`src/rtl/rx_crc_pkg.sv`:
```
package rx_crc_pkg;

  typedef enum logic {
    MODE_BYTE_SYNC = 1'b0,
    MODE_BIT_FRAME = 1'b1
  } crc_mode_e;

  typedef struct packed {
    logic sw;    // software, hunt or disable preset
    logic auto;  // end-of-frame preset in bit-oriented mode
  } preset_src_t;

endpackage

```
`src/rtl/rx_crc_delay.sv`:
```
module rx_crc_delay #(
  parameter int DEPTH = 8
) (
  input  logic clk,
  input  logic rst_n,
  input  logic clear,
  input  logic shift,
  input  logic din,
  output logic dout
);

  generate
    if (DEPTH == 0) begin : g_bypass
      assign dout = din;
    end else if (DEPTH == 1) begin : g_single
      logic stage_q;
      always_ff @(posedge clk or negedge rst_n) begin
        if (!rst_n)     stage_q <= 1'b0;
        else if (clear) stage_q <= 1'b0;
        else if (shift) stage_q <= din;
      end
      assign dout = stage_q;
    end else begin : g_chain
      logic [DEPTH-1:0] chain_q;
      always_ff @(posedge clk or negedge rst_n) begin
        if (!rst_n)     chain_q <= '0;
        else if (clear) chain_q <= '0;
        else if (shift) chain_q <= {chain_q[DEPTH-2:0], din};
      end
      // bit leaving the chain is the one accepted DEPTH shifts ago
      assign dout = chain_q[DEPTH-1];
    end
  endgenerate

endmodule

```
`src/rtl/rx_crc_lfsr.sv`:
```
module rx_crc_lfsr #(
  parameter int              CRC_W     = 16,
  parameter logic [CRC_W-1:0] POLY_REFL = 16'h8408
) (
  input  logic             clk,
  input  logic             rst_n,
  input  logic             preset,
  input  logic [CRC_W-1:0] preset_val,
  input  logic             step,
  input  logic             din,
  output logic [CRC_W-1:0] crc_q
);

  logic             feedback;
  logic [CRC_W-1:0] crc_next;

  always_comb begin
    feedback = crc_q[0] ^ din;
    crc_next = {1'b0, crc_q[CRC_W-1:1]};
    if (feedback) crc_next = crc_next ^ POLY_REFL;
  end

  always_ff @(posedge clk or negedge rst_n) begin
    if (!rst_n)      crc_q <= '1;
    else if (preset) crc_q <= preset_val;
    else if (step)   crc_q <= crc_next;
  end

endmodule

```
`src/rtl/rx_crc_result.sv`:
```
module rx_crc_result
  import rx_crc_pkg::*;
#(
  parameter int               CRC_W        = 16,
  parameter logic [CRC_W-1:0] RESIDUE_REFL = 16'hF0B8
) (
  input  logic             clk,
  input  logic             rst_n,
  input  crc_mode_e        mode,
  input  logic             frame_start,
  input  logic             frame_end,
  input  logic [CRC_W-1:0] crc_q,
  output logic             crc_error,
  output logic             crc_done
);

  logic match;

  always_comb begin
    unique case (mode)
      MODE_BIT_FRAME: match = (crc_q == RESIDUE_REFL);
      default:        match = (crc_q == '0);
    endcase
  end

  always_ff @(posedge clk or negedge rst_n) begin
    if (!rst_n) begin
      crc_error <= 1'b0;
      crc_done  <= 1'b0;
    end else begin
      crc_done <= frame_end;
      if (frame_end)        crc_error <= ~match;
      else if (frame_start) crc_error <= 1'b0;
    end
  end

endmodule

```
`src/rtl/rx_crc_check.sv`:
```
module rx_crc_check
  import rx_crc_pkg::*;
#(
  parameter int               CRC_W        = 16,
  parameter logic [CRC_W-1:0] POLY         = 16'h1021,
  parameter logic [CRC_W-1:0] SDLC_RESIDUE = 16'h1D0F,
  parameter int               SYNC_DELAY   = 8
) (
  input  logic clk,
  input  logic rst_n,
  input  logic sdlc_mode,
  input  logic rx_enable,
  input  logic hunt_pulse,
  input  logic crc_reset_cmd,
  input  logic frame_start,
  input  logic frame_end,
  input  logic bit_valid,
  input  logic bit_data,
  output logic bit_ready,
  output logic crc_error,
  output logic crc_done
);

  function automatic logic [CRC_W-1:0] bit_reverse(input logic [CRC_W-1:0] v);
    logic [CRC_W-1:0] r;
    for (int i = 0; i < CRC_W; i++) r[i] = v[CRC_W-1-i];
    return r;
  endfunction

  localparam logic [CRC_W-1:0] POLY_REFL    = bit_reverse(POLY);
  localparam logic [CRC_W-1:0] RESIDUE_REFL = bit_reverse(SDLC_RESIDUE);

  crc_mode_e        mode;
  preset_src_t      preset_src;
  logic             take;
  logic             preset;
  logic [CRC_W-1:0] preset_val;
  logic             delayed_bit;
  logic             crc_din;
  logic [CRC_W-1:0] crc_q;

  assign mode      = crc_mode_e'(sdlc_mode);
  assign bit_ready = rx_enable & ~frame_end;
  assign take      = bit_valid & bit_ready;

  assign preset_src.sw   = ~rx_enable | hunt_pulse | crc_reset_cmd;
  assign preset_src.auto = frame_end & (mode == MODE_BIT_FRAME);
  assign preset          = |preset_src;
  assign preset_val      = (mode == MODE_BIT_FRAME) ? '1 : '0;

  rx_crc_delay #(
    .DEPTH (SYNC_DELAY)
  ) u_delay (
    .clk   (clk),
    .rst_n (rst_n),
    .clear (preset),
    .shift (take & (mode == MODE_BYTE_SYNC)),
    .din   (bit_data),
    .dout  (delayed_bit)
  );

  assign crc_din = (mode == MODE_BIT_FRAME) ? bit_data : delayed_bit;

  rx_crc_lfsr #(
    .CRC_W     (CRC_W),
    .POLY_REFL (POLY_REFL)
  ) u_lfsr (
    .clk        (clk),
    .rst_n      (rst_n),
    .preset     (preset),
    .preset_val (preset_val),
    .step       (take),
    .din        (crc_din),
    .crc_q      (crc_q)
  );

  rx_crc_result #(
    .CRC_W        (CRC_W),
    .RESIDUE_REFL (RESIDUE_REFL)
  ) u_result (
    .clk         (clk),
    .rst_n       (rst_n),
    .mode        (mode),
    .frame_start (frame_start),
    .frame_end   (frame_end),
    .crc_q       (crc_q),
    .crc_error   (crc_error),
    .crc_done    (crc_done)
  );

endmodule

```
`config.mk`:
```
export PLATFORM = sky130hd
export DESIGN_NAME = rx_crc_check
export DESIGN_NICKNAME = d
export VERILOG_FILES = /design/src/rtl/rx_crc_pkg.sv /design/src/rtl/rx_crc_delay.sv /design/src/rtl/rx_crc_lfsr.sv /design/src/rtl/rx_crc_result.sv /design/src/rtl/rx_crc_check.sv
export SDC_FILE = /design/constraint.sdc
export NUM_CORES = 1
export LEC_CHECK = 0
export BUFFER_PORTS_ARGS = -buffer_cell sky130_fd_sc_hd__buf_2
export CAP_MARGIN = 30
export CORE_MARGIN = 5
export CORE_UTILIZATION = 57
export CTS_CLUSTER_SIZE = 12
export DETAILED_ROUTE_END_ITERATION = 16
export GPL_ROUTABILITY_DRIVEN = 1
export PLACE_DENSITY_LB_ADDON = 0.3
export SYNTH_ARGS = -nofsm -noshare
export SYNTH_HDL_FRONTEND = slang
export SYNTH_HIERARCHICAL = 1
export SYNTH_SLANG_ARGS = --single-unit
```
`constraint.sdc`:
```
create_clock -name clk -period 1.7 [get_ports clk]
set_clock_uncertainty 0.2 [all_clocks]
set_input_delay 0.085 -clock clk [delete_from_list [all_inputs] [get_ports clk]]
set_output_delay 0.085 -clock clk [all_outputs]
set_load 0.05 [all_outputs]
```
# Yosys cells after proc, flatten, opt, wreduce, memory -nomap -nowiden
# Cells that the tools add are included.
# word_totals
regBits	26
# classes
n_eq_ne	1
n_bitwise	12
n_reduce_logical	5
n_mux	10
# op_table
cell	n
16-bit two-way mux	4
16-bit == test (second input constant)	1
16-bit logical NOT	1
8-bit two-way mux	2
2-bit nonzero test	3
1-bit bitwise AND	4
1-bit two-way mux	4
1-bit NOT	4
2-bit NOT with 3-bit output	1
1-bit OR	2
2-bit OR reduction	1
1-bit XOR	1

# Logic depth before layout (Yosys ltp)
# Gate-level depths: netlist of run 1.
# logic_depth
ltp_word	6
mapped_depth	6
ltp_nobuf	5

# Hierarchy
# Netlist of run 1, hierarchy kept.
# modules_own_cells
module	instances	area_per_inst_um2	cells_each	seq_area_each_um2
rx_crc_lfsr	1	815.8	75	420.4
rx_crc_delay	1	325.3	26	200.2
rx_crc_result	1	132.6	16	50.0
rx_crc_check	1	53.8	6	0.0

# Worst setup path before layout of run 1
# Ideal clock, no wire load.
# synth_timing
kind	reg-to-reg
from	register u_lfsr.crc_q[10]
to	register u_result.crc_error
period_less_slack_ps	1390
stages_incl_launch_ff	4
path_slack_ps	310
n_path_buf	0
arrival_ps	1056
path_cell_list	dfstp_2 > or4b_1 > nor3_2 > a31oi_1
# synth_via
elab_chain_cells	4
word_cells_on_any_way	5
classes_between	eq/ne (1); mux (2); bitwise (1); reduce/logical (1)
# synth_rtl
item	line_no	rtl
from (decl)	rx_crc_lfsr.sv:11	output logic [CRC_W-1:0] crc_q
from (signal assigned)	rx_crc_lfsr.sv:25	else if (preset) crc_q <= preset_val;
from (signal assigned)	rx_crc_lfsr.sv:26	else if (step) crc_q <= crc_next;
16-bit == test or 16-bit logical NOT (tied branches)	rx_crc_result.sv:21, rx_crc_result.sv:22	
1-bit two-way mux *	rx_crc_result.sv:20	unique case (mode)
1-bit NOT *	rx_crc_result.sv:32	if (frame_end) crc_error <= ~match;
1-bit two-way mux *	rx_crc_result.sv:32	
to (signal assigned)	rx_crc_result.sv:32	
to (decl)	rx_crc_result.sv:13	output logic crc_error,
# Mark *: on every way between the ends. The rest lies on a longest branch, timed or not.
# A chain may end at the register's enable or synchronous reset.

# Worst setup path after layout of run 1
# Same ends and word-level chain as after synthesis.

==> results of run 1 <==
## per-layer routing
| layer | global-route usage (%) | vias up | part of all wire [%] |
|---|---|---|---|
| met5 | 0 | - | 0 |
| met4 | 7.28 | 0 | 1.5 |
| met3 | 2.90 | 4 | 5.2 |
| met2 | 25.8 | 23 | 46 |
| met1 | 22.5 | 468 | 48 |
| li1 | - | 469 | - |
## synth_stat cells (2+ instances only)
cell | instances | area share, %
buf_6 | 2 | 1.7
mux2i_1 | 21 | 16
nor3_1 | 2 | 0.75
nor3b_1 | 2 | 1.1
buf_4 | 2 | 1.1
buf_2 | 3 | 1.1
dfstp_2 | 16 | 32
nand3_1 | 2 | 0.75
dfrtp_1 | 10 | 19
nand4b_1 | 2 | 1.3
nand3b_1 | 2 | 1.1
a21oi_1 | 3 | 1.1
nor2_1 | 10 | 2.8
a211oi_1 | 2 | 1.1
o21ai_1 | 13 | 4.9
nand2_1 | 15 | 4.2
nor4b_1 | 2 | 1.3
## state kept, by name, indices dropped and copies added, names as in the netlist
register	count
u_result/crc_error	1
u_delay/g_chain.chain_q	8
u_lfsr/crc_q	16
u_result/crc_done	1
## worst paths after layout
path | start | end | cells past startpoint
min in group clk | rx_enable | u_lfsr/crc_q[11] | 5
min reg2reg | u_delay/g_chain.chain_q[0] | u_delay/g_chain.chain_q[0] | 2
max reg2reg | u_lfsr/crc_q[10] | u_result/crc_error | 3
max in group asynchronous | rst_n | u_lfsr/crc_q[9] | 2
min | rst_n | u_result/crc_error | 2
max | u_lfsr/crc_q[10] | u_result/crc_error | 3
## where the power goes
part | switching, mW | total (mW) | leakage [nW] | internal, mW
Sequential | 0.0317 | 0.705 | 0.302 | 0.673
Clock | 0.174 | 0.305 | 0.0210 | 0.131
Combinational | 0.0958 | 0.168 | 0.283 | 0.0719
## worst max-delay path, cell delays in order (launching register included)
cell     delay, ns
dfstp_2       0.40
or4b_1        0.53
nor3_2        0.15
a31oi_1       0.12
## cells by family (layout without fill, tap and decap cells)
kind of cell	after synthesis	after routing	share of synthesized area [%]
and+or+nand+nor	44	44	18.3
DFF	26	26	50.5
muxes	22	22	16.7
AOI/OAI and AO/OA	21	21	8.77
buffers and inverters	9	26	4.52
xor gates and xnor gates	1	1	1.23
## area by class of cell
type / count / area, sq um / share of cell area, %
tap: 28 / 35.0 / 2.34
sequential: 26 / 671 / 44.9
inverter: 1 / 3.75 / 0.251
timing repair buffer: 21 / 153 / 10.2
clock buffer: 4 / 36.3 / 2.43
multi-input combinational: 88 / 597 / 39.9
## per-stage QoR
| stage | total power [mW] | hold slack (ns) | worst slack, ns | instances |
|---|---|---|---|---|
| 2_1_floorplan | 0.813 | -0.411 | 0.310 | 123 |
| 3_3_place_gp | 0.867 | -0.104 | 0.265 | 159 |
| 3_5_place_dp | 0.873 | -0.0866 | 0.214 | 159 |
| 4_1_cts | 1.20 | 0.0697 | 0.184 | 168 |
| 5_1_grt | 1.24 | 0.0938 | 0.0810 | 168 |
| 6_report | 1.18 | 0.0748 | 0.184 | 168 |
==> impl_metrics.yaml, run 1 <==
outcome:
  status: "finished clean"
layout:
  diodes: 0
  mostFrequentLayoutCells: "mux2i_1 (21), dfstp_2 (16), nand2_1 (15), o21ai_1 (13), buf_2 (12)"
  fin_area_sq_mm: 0.00150
  layout_commonest_cell: "mux2i_1"
  finalNetCount: 151
  drive_gt1_share_pct: 29.3
  fin_util_pct: 67.6
  synthToLayoutAreaGrowth_pct: 12.6
  final.fill_count: 179
synthesis:
  syn_nets: 133
  syn_area_sq_mm: 0.00133
  synth-async-reset-ratio_pct: 100
  synth.yosys.seq_area_share_pct: 50.5
  synth_ff_type: "dfstp_2"
  ys_ff_latch: 26
  postSynthAreaPerCell_sq_um: 10.8
  synth-edff-count: 0
  ys_types: 31
  synth_warnings: 6
  synthCells: 123
clock_tree:
  htreeDepth: 1
  cts_resized: 0
  cts_setup_buffers: 0
  cts.path.max_buffers: 2
  cts.sinks: 26
  clkLatencyLatePin_ns: 0.32
  cts-root-buf: "clkbuf_4"
  numCtsBuffers: 3
  postCtsHoldBufs: 5
  clk_pin_slew_ns: 0.14
  cts_tree: "yes"
die:
  initial_core_util_pct: 60.0
  io-pin-count: 13
  die_w_um: 58.3
  die-area_sq_mm: 0.00339
  core_area_sq_mm: 0.00221
  fp.dieH_um: 58.3
  rows: 17
routing:
  first_pass_iters: 4
  vias_per_cell: 5.74
  vias: 964
  drc: 0
  wl_per_cell_um: 14.8
  drt_iter0_markers: 28
  wirelength_um: 2480
  ant_nets: 0
run:
  max_cap_viol_count: 0
grt:
  antenna_found_initial: 0
  grt_pass1_wl_um: 4260
  grt_pass1_vias: 922
  overflow: 0
  grt_use_total_pct: 16.6
  grt_max_degree: 45
timing:
  finalCritPeriodShare_pct: 89.2
  slew_viol_final: 0
  hold_viol: 0
  fin_tns_setup_ns: 0
  worst_pin_slew_ns: 0.562
  slew_headroom_pct: 62.5
  period_minus_slack_ns: 1.52
  fmax_mhz: 660
  finalSetupViolations: 0
  rsz0062_at_grt: "no"
placement:
  routabilityCongestion: 0.759
  placed_area_sq_mm: 0.00141
  io_buffers: 12
setup_path:
  reg2reg_slack_ns: 0.18
  cp-end-kind: "flop"
  critPathKind: "reg -> reg"
  worst-path-max-fanout: 3
  critPathLaunchType: "flop"
  cp_data_required_time_ns: 1.70
  worstPathArrival_ns: 1.52
min_path:
  min_path_type: "in -> async"
power:
  power_density_mw_per_mm2: 788
  ir_drop_mv: 0.697
  leakage_nw: 0.606
No activity file was read; power rests on OpenSTA's default activity.
==> run 2: changes to the inputs <==
PLACE_DENSITY = 0.77   (was not set)
PLACE_DENSITY_LB_ADDON = not set   (was 0.3)
==> impl_metrics.yaml, run 2 (synthesized netlist as in run 1, its figures left out) <==
die:
  core_area_sq_mm: 0.00221
  io-pin-count: 13
  die_w_um: 58.3
  die-area_sq_mm: 0.00339
  initial_core_util_pct: 60.0
  fp.dieH_um: 58.3
  rows: 17
grt:
  grt_max_degree: 31
  overflow: 0
  grt_use_total_pct: 16.6
  grt_pass1_wl_um: 4410
  antenna_found_initial: 0
  grt_pass1_vias: 981
layout:
  final.fill_count: 174
  regMostFlops: "u_lfsr/crc_q"
  largest_reg_flops: 16
  stdcell_count: 168
  finalNetCount: 151
  synthToLayoutAreaGrowth_pct: 11.7
  diodes: 0
  mostFrequentLayoutCells: "mux2i_1 (21), dfstp_2 (16), nand2_1 (15), o21ai_1 (13), buf_2 (12)"
  reg_top3: "u_lfsr/crc_q x16, u_delay/g_chain.chain_q x8"
  drive_gt1_share_pct: 29.3
  layout_commonest_cell: "mux2i_1"
power:
  pwr-share-comb_pct: 14.0
  pwr-share-seq_pct: 60.1
  intPower_uw: 874
  power_density_mw_per_mm2: 792
  leakage_nw: 0.600
  ir_drop_mv: 0.572
  swShare_pct: 25.6
  p_switching_uw: 300
  clockPowerShare_pct: 25.9
setup_path:
  reg2reg_slack_ns: 0.20
  worstReg2RegEnd: "u_lfsr/crc_q[10]"
  r2r_cells: 4
  worst-path-max-fanout: 8
  worstPathArrival_ns: 1.58
  critPathLaunchType: "input pin"
  critPathKind: "in -> reg"
  cp_data_required_time_ns: 1.71
  r2r-start: "u_delay/g_chain.chain_q[7]"
  cp-end-kind: "flop"
placement:
  io_buffers: 12
  dp.cells: 159
  dp_hpwl_um: 1760
  place_ws_ns: 0.141
  routabilityCongestion: 0.778
timing:
  fin_tns_setup_ns: 0
  worst_pin_slew_ns: 0.545
  finalSetupViolations: 0
  fmax_mhz: 635
  finalCritPeriodShare_pct: 92.7
  hold_viol: 0
  slew_headroom_pct: 63.6
  slew_viol_final: 0
  period_minus_slack_ns: 1.58
  fin_ws_ns: 0.124
  rsz0062_at_grt: "no"
routing:
  first_pass_iters: 4
  vias_per_cell: 5.76
  wirelength_um: 2470
  wl_per_cell_um: 14.7
  vias: 968
  ant_nets: 0
  drt_iter0_markers: 44
  drc: 0
clock_tree:
  cts.sinks: 26
  cts-root-buf: "clkbuf_4"
  cts_resized: 0
  clk_pin_slew_ns: 0.14
  htreeDepth: 1
  cts_tree: "yes"
  numCtsBuffers: 3
  clkLatencyLatePin_ns: 0.31
  cts.path.max_buffers: 2
outcome:
  status: "finished clean"
run:
  max_cap_viol_count: 0
min_path:
  min_path_type: "in -> async"
[run 2: cell count changes in the layout (fill, tap and decap cells not counted)]
cell	before	now
buf_4	3	4
buf_12	1	0
[run 2: how the worst max path moves through the flow]
stage / startpoint / endpoint / slack, ns / depth (start not counted)
after floorplan: u_lfsr/crc_q[10] / u_result/crc_error / 0.31 / 3
after global placement: frame_end / u_delay/g_chain.chain_q[3] / 0.24 / 5
after detailed placement: sdlc_mode / u_lfsr/crc_q[11] / 0.14 / 5
after CTS: sdlc_mode / u_delay/g_chain.chain_q[2] / 0.14 / 6
after global routing: bit_data / u_lfsr/crc_q[10] / 0.03 / 6
final: sdlc_mode / u_delay/g_chain.chain_q[2] / 0.12 / 6
[run 2: metal layers]
| metal | vias to the layer above | GRT usage [%] | wire length (um) |
|---|---|---|---|
| li1 | 473 | - | - |
| met5 | - | 0 | 0 |
| met4 | 0 | 3.64 | 25 |
| met2 | 33 | 26.8 | 1150 |
| met3 | 6 | 2.67 | 158 |
| met1 | 456 | 23.3 | 1140 |
[run 2: power groups by stage]
stage | Clock [mW] | Combinational, mW | Sequential, mW
after detailed placement | 0 | 0.156 | 0.716
after CTS | 0.316 | 0.166 | 0.706
after global routing | 0.350 | 0.184 | 0.711
after global placement | 0 | 0.151 | 0.713
after floorplan | 0 | 0.0986 | 0.715
final | 0.304 | 0.165 | 0.705
[run 2: cell type report]
type	instances	area, sq um	area share, %
inverter	1	3.75	0.253
multi-input combinational	88	597	40.3
clock buffer	4	36.3	2.45
timing repair buffer	21	140	9.45
sequential	26	671	45.2
tap	28	35.0	2.36
[run 2: what timing repair did]
item                      in CTS  in global routing
hold buffers                   5                  0
setup buffers                  0                  0
hold endpoints to repair      41                  0
[run 2: per-stage QoR]
stage	instance area (sq um)	power, mW	hold WS [ns]	utilization (%)
final	1480	1.17	0.0689	67.0
after global routing	1480	1.25	0.0972	67.0
after CTS	1480	1.19	0.0817	67.0
after detailed placement	1400	0.872	-0.0973	63.1
after global placement	1400	0.865	-0.106	63.1
after floorplan	1330	0.813	-0.411	-
[run 2: worst max-delay path: stages]
cell and delay, ns:
buf_2 0.12, dlygate4sd3_1 0.58, buf_4 0.18, nor2b_4 0.28, mux2i_1 0.27, nor2_1 0.07
